<file path="src/rtl/ecc_syn_pkg.sv">
package ecc_syn_pkg;
  typedef enum logic [1:0] {
    CLS_CLEAN   = 2'b00,
    CLS_ECCONLY = 2'b01,
    CLS_FIXED   = 2'b10,
    CLS_UNCORR  = 2'b11
  } eccClass_e;

  typedef struct packed {
    logic load;
    logic accClear;
  } dpStrobe_t;
endpackage

</file>
<file path="src/rtl/ecc_syn_ctl.sv">
module ecc_syn_ctl
  import ecc_syn_pkg::*;
#(
  parameter bit FIX_PORT_EN = 1'b1
) (
  input  logic       clk,
  input  logic       rstN,
  input  logic       start,
  input  logic       chainIn,
  input  logic       fixable,
  output dpStrobe_t  stb,
  output logic       done,
  output logic       fixWe
);
  always_comb begin
    stb.load     = start;
    stb.accClear = start & ~chainIn;
  end

  always_ff @(posedge clk or negedge rstN) begin
    if (!rstN) begin
      done  <= 1'b0;
      fixWe <= 1'b0;
    end else begin
      done  <= start;
      fixWe <= FIX_PORT_EN & start & fixable;
    end
  end


  done_follows_start_chk: assert property (@(posedge clk) disable iff (!rstN)
    start |=> done);

  done_single_chk: assert property (@(posedge clk) disable iff (!rstN)
    !start |=> !done);

  fix_needs_done_chk: assert property (@(posedge clk) disable iff (!rstN)
    fixWe |-> done);
endmodule

</file>
<file path="src/rtl/ecc_syn_dp.sv">
module ecc_syn_dp
  import ecc_syn_pkg::*;
#(
  parameter int CODE_W = 22
) (
  input  logic                 clk,
  input  logic                 rstN,
  input  dpStrobe_t            stb,
  input  logic [CODE_W-1:0]    storedCode,
  input  logic [CODE_W-1:0]    calcCode,
  output logic                 fixable,
  output logic [1:0]           status,
  output logic                 retFlag,
  output logic                 failAcc,
  output logic [CODE_W/2-4:0]  byteIdx,
  output logic [7:0]           bitMask
);
  localparam int HALF_W = CODE_W / 2;
  localparam int BYTE_W = HALF_W - 3;
  localparam int POP_W  = $clog2(CODE_W + 1);
  localparam logic [POP_W-1:0] POP_ONE  = POP_W'(1);
  localparam logic [POP_W-1:0] POP_HALF = POP_W'(HALF_W);

  logic [CODE_W-1:0] syn;
  logic [POP_W-1:0]  popCnt;
  logic [HALF_W-1:0] foldStored, foldCalc;
  logic              anyZero, pairOk;
  eccClass_e         nextCls;
  logic              nextRet;

  function automatic logic [POP_W-1:0] popCount(input logic [CODE_W-1:0] v);
    logic [POP_W-1:0] acc;
    acc = '0;
    for (int i = 0; i < CODE_W; i++) acc = acc + POP_W'(v[i]);
    return acc;
  endfunction

  always_comb begin
    syn        = storedCode ^ calcCode;
    popCnt     = popCount(syn);
    foldStored = storedCode[HALF_W-1:0] ^ storedCode[CODE_W-1:HALF_W];
    foldCalc   = calcCode[HALF_W-1:0] ^ calcCode[CODE_W-1:HALF_W];
    pairOk     = &(foldStored ^ foldCalc);
    anyZero    = (syn == '0) || (storedCode == '0) || (calcCode == '0);
    if (anyZero)                                nextCls = CLS_CLEAN;
    else if (popCnt == POP_ONE)                 nextCls = CLS_ECCONLY;
    else if (popCnt == POP_HALF && pairOk)      nextCls = CLS_FIXED;
    else                                        nextCls = CLS_UNCORR;
    fixable = (nextCls == CLS_FIXED);
    nextRet = (nextCls == CLS_ECCONLY) || (nextCls == CLS_UNCORR);
  end

  always_ff @(posedge clk or negedge rstN) begin
    if (!rstN) begin
      status  <= CLS_CLEAN;
      retFlag <= 1'b0;
      failAcc <= 1'b0;
      byteIdx <= '0;
      bitMask <= '0;
    end else if (stb.load) begin
      status  <= nextCls;
      retFlag <= nextRet;
      failAcc <= stb.accClear ? nextRet : (failAcc | nextRet);
      byteIdx <= fixable ? syn[HALF_W-1:3] : '0;
      bitMask <= fixable ? (8'h01 << syn[2:0]) : 8'h00;
    end
  end


  fixed_mask_onehot_chk: assert property (@(posedge clk) disable iff (!rstN)
    (status == CLS_FIXED) |-> $onehot(bitMask));

  nofix_zero_loc_chk: assert property (@(posedge clk) disable iff (!rstN)
    (status != CLS_FIXED) |-> (bitMask == 8'h00 && byteIdx == '0));

  ecconly_flag_chk: assert property (@(posedge clk) disable iff (!rstN)
    (status == CLS_ECCONLY) |-> retFlag);

  hold_result_chk: assert property (@(posedge clk) disable iff (!rstN)
    !stb.load |=> ($stable(status) && $stable(byteIdx) && $stable(bitMask)
                   && $stable(failAcc)));

  chain_sticky_chk: assert property (@(posedge clk) disable iff (!rstN)
    (stb.load && !stb.accClear && failAcc) |=> failAcc);
endmodule

</file>
<file path="src/rtl/ecc_syndrome_fixer.sv">
module ecc_syndrome_fixer
  import ecc_syn_pkg::*;
#(
  parameter int CODE_W      = 22,
  parameter bit FIX_PORT_EN = 1'b1
) (
  input  logic                clk,
  input  logic                rstN,
  input  logic                start,
  input  logic                chainIn,
  input  logic [CODE_W-1:0]   storedCode,
  input  logic [CODE_W-1:0]   calcCode,
  output logic                done,
  output logic [1:0]          status,
  output logic                retFlag,
  output logic                failAcc,
  output logic [CODE_W/2-4:0] byteIdx,
  output logic [7:0]          bitMask,
  output logic                fixWe,
  output logic [CODE_W/2-4:0] fixAddr,
  output logic [7:0]          fixMask
);
  dpStrobe_t stb;
  logic      fixable;

  ecc_syn_ctl #(.FIX_PORT_EN(FIX_PORT_EN)) i_ctl (
    .clk(clk), .rstN(rstN), .start(start), .chainIn(chainIn),
    .fixable(fixable), .stb(stb), .done(done), .fixWe(fixWe)
  );

  ecc_syn_dp #(.CODE_W(CODE_W)) i_dp (
    .clk(clk), .rstN(rstN), .stb(stb), .storedCode(storedCode),
    .calcCode(calcCode), .fixable(fixable), .status(status),
    .retFlag(retFlag), .failAcc(failAcc), .byteIdx(byteIdx), .bitMask(bitMask)
  );

  assign fixAddr = byteIdx;
  assign fixMask = bitMask;


  fix_only_when_fixed_chk: assert property (@(posedge clk) disable iff (!rstN)
    fixWe |-> (status == CLS_FIXED && fixMask != 8'h00));
endmodule

</file>
<file path="config.mk">
export PLATFORM = sky130hd
export DESIGN_NAME = ecc_syndrome_fixer
export DESIGN_NICKNAME = d
export VERILOG_FILES = /design/src/rtl/ecc_syn_pkg.sv /design/src/rtl/ecc_syn_ctl.sv /design/src/rtl/ecc_syn_dp.sv /design/src/rtl/ecc_syndrome_fixer.sv
export SDC_FILE = /design/constraint.sdc
export NUM_CORES = 1
export LEC_CHECK = 0
export BUFFER_PORTS_ARGS = -buffer_cell sky130_fd_sc_hd__clkbuf_2
export CORE_MARGIN = 2
export CORE_UTILIZATION = 40
export DETAILED_ROUTE_END_ITERATION = 16
export GPL_ROUTABILITY_DRIVEN = 0
export GPL_TIMING_DRIVEN = 0
export PLACE_DENSITY = 0.7
export SYNTH_ARGS = -nofsm -noshare
export SYNTH_HDL_FRONTEND = slang
export SYNTH_SLANG_ARGS = --single-unit
</file>
<file path="constraint.sdc">
create_clock -name clk -period 1.3 [get_ports clk]
set_clock_uncertainty 0.1 [all_clocks]
set_input_delay 0.065 -clock clk [delete_from_list [all_inputs] [get_ports clk]]
set_output_delay 0.065 -clock clk [all_outputs]
set_load 0.01 [all_outputs]
</file>
==> run summary <==
The run finished, with violations left. The checks that failed: negative setup slack. The synthesized area per cell was 11.0 sq um; the area growth from synthesis to final layout was 39.4%.

0 antenna diodes ended up in the layout. In this run the cell area of the synthesized design comes to 0.00221 sq mm. For the floorplan core area, the log shows 0.00541 sq mm. Total power for the finished layout comes to 5.66 mW.

In this run the critical register-to-register path is captured at i_dp.byteIdx[0]. Mean number of vias per cell: 5.00. The number of cells on the worst reg-to-reg path is 2. The worst setup path is of the in -> reg kind.

The transition time at the pin with the least slew margin is 0.497 ns, and the total length of routed wires is 5.09 mm. Setup repair after global routing could not meet its margin everywhere. The logs give 1 for the number of H-tree branching levels and 0 for the max capacitance violation total. Once placement finished, the instance area stood at 0.00280 sq mm. Entering global routing, the biggest net connects 22 pins.

Setup violations remaining at the end of the flow were counted as 20. Once detailed placement completed, the half-perimeter wirelength came to 4.33 mm. By area the synthesized netlist is led by sky130_fd_sc_hd__dfrtp_1 (24%), sky130_fd_sc_hd__fa_1 (14%), sky130_fd_sc_hd__xnor2_2 (8.8%).

In this run, synthesis produced a sequential element count of 21. The top fanout value on the critical path is 5, and the initial antenna violation count is 0. TritonCTS built the clock tree. For the reg2reg setup slack, the log shows 0.47 ns. The number of buffers and inverters on the critical path is 4. The number of port buffers is 85, and the sequential area share after synthesis is 0.238.

Detailed routing inserted a total of 1870 vias. The tools report the number of nets with antenna violations after detailed routing as 0. The path with the worst hold slack has its endpoint at i_dp.byteIdx[1].

The largest vdd supply drop is 2.03 mV. The first global-routing pass estimated 8.93 mm of wire. The number of sinks handled by clock tree synthesis was 21. The min-delay analysis places its worst path in the category in -> reg. The detailed router finished its first iteration with 55 violations. The count of pins over their slew limit was 0; the longest individual stage delay on the worst path was 0.52 ns. The layout cell share with drive strength beyond 1 works out to 0.536. The final critical-path share of the clock period works out to 3.64. Data arrives at the worst endpoint at 4.81 ns. The clock transition at the registers of the reported paths came out at 0.07 ns. For this run, the post-layout net count is 376. For the final instance area, the log shows 0.00308 sq mm. For this design the top-level I/O count stands at 86.

No sink is reached through more buffers than the 2 on the longest clock path. The number of distinct library cells after synthesis is 41. In this run the power density over the cells is 1840 mW/mm^2. The floorplan die width is 78.3 um, and the CTS buffer count is 3. The startpoint identified for the worst hold timing path is storedCode[4]. The kind of cell with the highest combined delay along the critical path is adder cells. The worst-case hold slack came out at 0.112 ns. The cell that appears most often on the critical path is sky130_fd_sc_hd__fa_1.

For this run, the detailed router's first-pass iteration total came to 4. Data on the critical path is required at its endpoint by 1.37 ns. Counting instances, the worst hold path has a depth of 3.

In the layout the commonest cells are sky130_fd_sc_hd__clkbuf_2 (82), sky130_fd_sc_hd__buf_4 (24), sky130_fd_sc_hd__dfrtp_1 (21). Traced cell by cell, the critical path runs through clkbuf_16 -> xnor2_4 -> inv_2 -> ha_4 -> fa_1 -> fa_1 -> fa_1 -> fa_1 -> fa_1 -> fa_2 -> inv_2 -> fa_2 -> nor3_2 -> a22oi_2 -> nor4_4 -> nand4_4 -> buf_6 -> o31ai_4. The initial core utilization is 0.408. CTS root buffer: sky130_fd_sc_hd__clkbuf_8.

The overall die height was 78.3 um. In the final routed layout, each cell accounts on average for 13.6 um. The run gives 0 as the count of endpoints failing hold in the final timing report.

The number of global-route vias before repair is 1927, and the global routing usage summed across all routing layers is 0.182. For the number of warning messages in the yosys log, the log shows 0. Static timing analysis puts the maximum clock frequency at 0.211 GHz.

The logs give 0 for the total grt overflow and 1.47 nW for the static leakage. The cell type of the slowest stage on the worst timing path is sky130_fd_sc_hd__fa_1. The headroom to the max-slew limit was 0.669. The worst setup path is captured at a flip-flop.

The logs give 200 for the synthesized instance count and -3.44 ns for the worst setup margin. Row generation in the floorplan step produced 27 rows. The floorplan step defined a die boundary enclosing 0.00612 sq mm. The cell type with the largest total area after synthesis was sky130_fd_sc_hd__dfrtp_1. The tools report the number of nets produced by synthesis as 273.

For this run, design rule violations remaining after detail routing come to 0. STA classifies the critical path startpoint as an input port. The proportion of netlist area held by the largest area contributor was 0.238. The worst flop-to-flop path startpoint is i_dp.byteIdx[0]. The smallest clock period supported by the final layout is computed as 4.74 ns. Clock insertion delay at the later pin of the skew report: 0.25 ns. The library cell used most frequently in the layout, excluding fill and tap cells, is sky130_fd_sc_hd__clkbuf_2.
## report_power, final
part	internal, mW	total [mW]	switching, mW	leakage, nW
clock	0.213	0.409	0.196	0.0255
combinational	2.24	4.57	2.33	1.16
sequential	0.675	0.685	0.0105	0.281
total	3.13	5.66	2.53	1.47
## per-layer routing
metal  track usage  up-vias  share of wire
met5             0        -              0
met4        0.0509        0          0.014
li1              -      908              -
met3        0.0138        6          0.048
met1         0.233      887           0.43
met2         0.329       69           0.51
## flip-flops by register name, summed over array words and instances, names as in the netlist
name,flops
i_dp.failAcc,1
i_ctl.fixWe,1
i_dp.bitMask,8
i_ctl.done,1
i_dp.byteIdx,8
i_dp.status,2
## repair_timing
action,CTS,global route
setup buffers,8,2
endpoints found under the setup margin,20,20
hold buffers,3,0
endpoints found under the hold margin,25,0
resized for setup,16,6
pin swaps,10,1
## synthesized netlist by cell type
library cell	n
sky130_fd_sc_hd__o31ai_1	7
sky130_fd_sc_hd__o2bb2ai_2	2
sky130_fd_sc_hd__ha_1	10
sky130_fd_sc_hd__nand4b_1	1
sky130_fd_sc_hd__buf_6	1
sky130_fd_sc_hd__buf_2	1
sky130_fd_sc_hd__a31oi_2	1
sky130_fd_sc_hd__a22oi_1	1
sky130_fd_sc_hd__and3b_2	1
sky130_fd_sc_hd__xnor2_2	12
sky130_fd_sc_hd__and4_2	1
sky130_fd_sc_hd__nor2b_1	1
sky130_fd_sc_hd__xnor2_1	19
sky130_fd_sc_hd__o2bb2ai_1	6
sky130_fd_sc_hd__nor2_1	3
sky130_fd_sc_hd__clkinv_1	1
sky130_fd_sc_hd__xor2_1	3
sky130_fd_sc_hd__buf_4	17
sky130_fd_sc_hd__nand2_1	9
sky130_fd_sc_hd__o32ai_1	2
sky130_fd_sc_hd__and4_1	1
sky130_fd_sc_hd__nor4b_4	2
sky130_fd_sc_hd__dfrtp_1	21
sky130_fd_sc_hd__nand3_1	1
sky130_fd_sc_hd__fa_1	15
sky130_fd_sc_hd__o31ai_4	2
sky130_fd_sc_hd__nand4_4	1
sky130_fd_sc_hd__nor3_1	6
sky130_fd_sc_hd__nor4_1	9
sky130_fd_sc_hd__nand3b_1	2
sky130_fd_sc_hd__nand4_1	14
sky130_fd_sc_hd__nor4_2	1
sky130_fd_sc_hd__dlygate4sd3_1	1
sky130_fd_sc_hd__a21boi_0	1
sky130_fd_sc_hd__a21oi_1	1
sky130_fd_sc_hd__inv_2	1
sky130_fd_sc_hd__or4_1	3
sky130_fd_sc_hd__inv_1	16
sky130_fd_sc_hd__nand2_4	1
sky130_fd_sc_hd__buf_8	1
sky130_fd_sc_hd__o21ai_0	1
## cell families (layout without fill, tap and decap cells)
| family | after synthesis | after routing | share of synthesized area |
|---|---|---|---|
| AOI/OAI and AO/OA | 24 | 24 | 0.106 |
| and+or+nand+nor | 57 | 57 | 0.180 |
| xor gates and xnor gates | 34 | 34 | 0.176 |
| buffers and inverters | 39 | 141 | 0.107 |
| adders and majority gates | 25 | 25 | 0.193 |
| DFF | 21 | 21 | 0.238 |
## metrics by stage
step / TNS, ns / setup WS, ns / instances / util
after CTS: -67.26 / -3.43 / 372 / 0.562
after detailed placement: -77.04 / -3.96 / 357 / 0.517
after floorplan: -67.36 / -3.47 / 200 / -
after global routing: -71.30 / -3.64 / 374 / 0.569
final: -67.45 / -3.44 / 374 / 0.569
after global placement: -76.33 / -3.91 / 357 / 0.517
## cell type report
| cell class | count | area (sq um) |
|---|---|---|
| Clock inverter | 1 | 5.00 |
| Multi-Input combinational cell | 140 | 1610 |
| Timing Repair Buffer | 98 | 571 |
| Inverter | 18 | 67.6 |
| Fill cell | 458 | 2330 |
| Sequential cell | 21 | 526 |
| Tap cell | 72 | 90.1 |
| Buffer | 21 | 169 |
| Clock buffer | 3 | 41.3 |
## worst max-delay path by stage
| stage | to | start | cells past startpoint |
|---|---|---|---|
| final | i_dp.byteIdx[0] | storedCode[1] | 18 |
| after global routing | i_dp.byteIdx[3] | storedCode[1] | 18 |
| after CTS | i_dp.byteIdx[6] | storedCode[1] | 18 |
| after detailed placement | i_dp.byteIdx[4] | calcCode[2] | 17 |
| after global placement | i_dp.byteIdx[5] | storedCode[2] | 17 |
| after floorplan | i_dp.byteIdx[4] | calcCode[1] | 17 |
## worst register-to-register path, delay by kind of cell (launching register included)
kind               cells  cell delay (ns)
DFF                    1             0.40
and+or+nand+nor        1             0.13
AOI/OAI and AO/OA      1             0.08
Note: power is estimated with default switching activity, not from simulation.
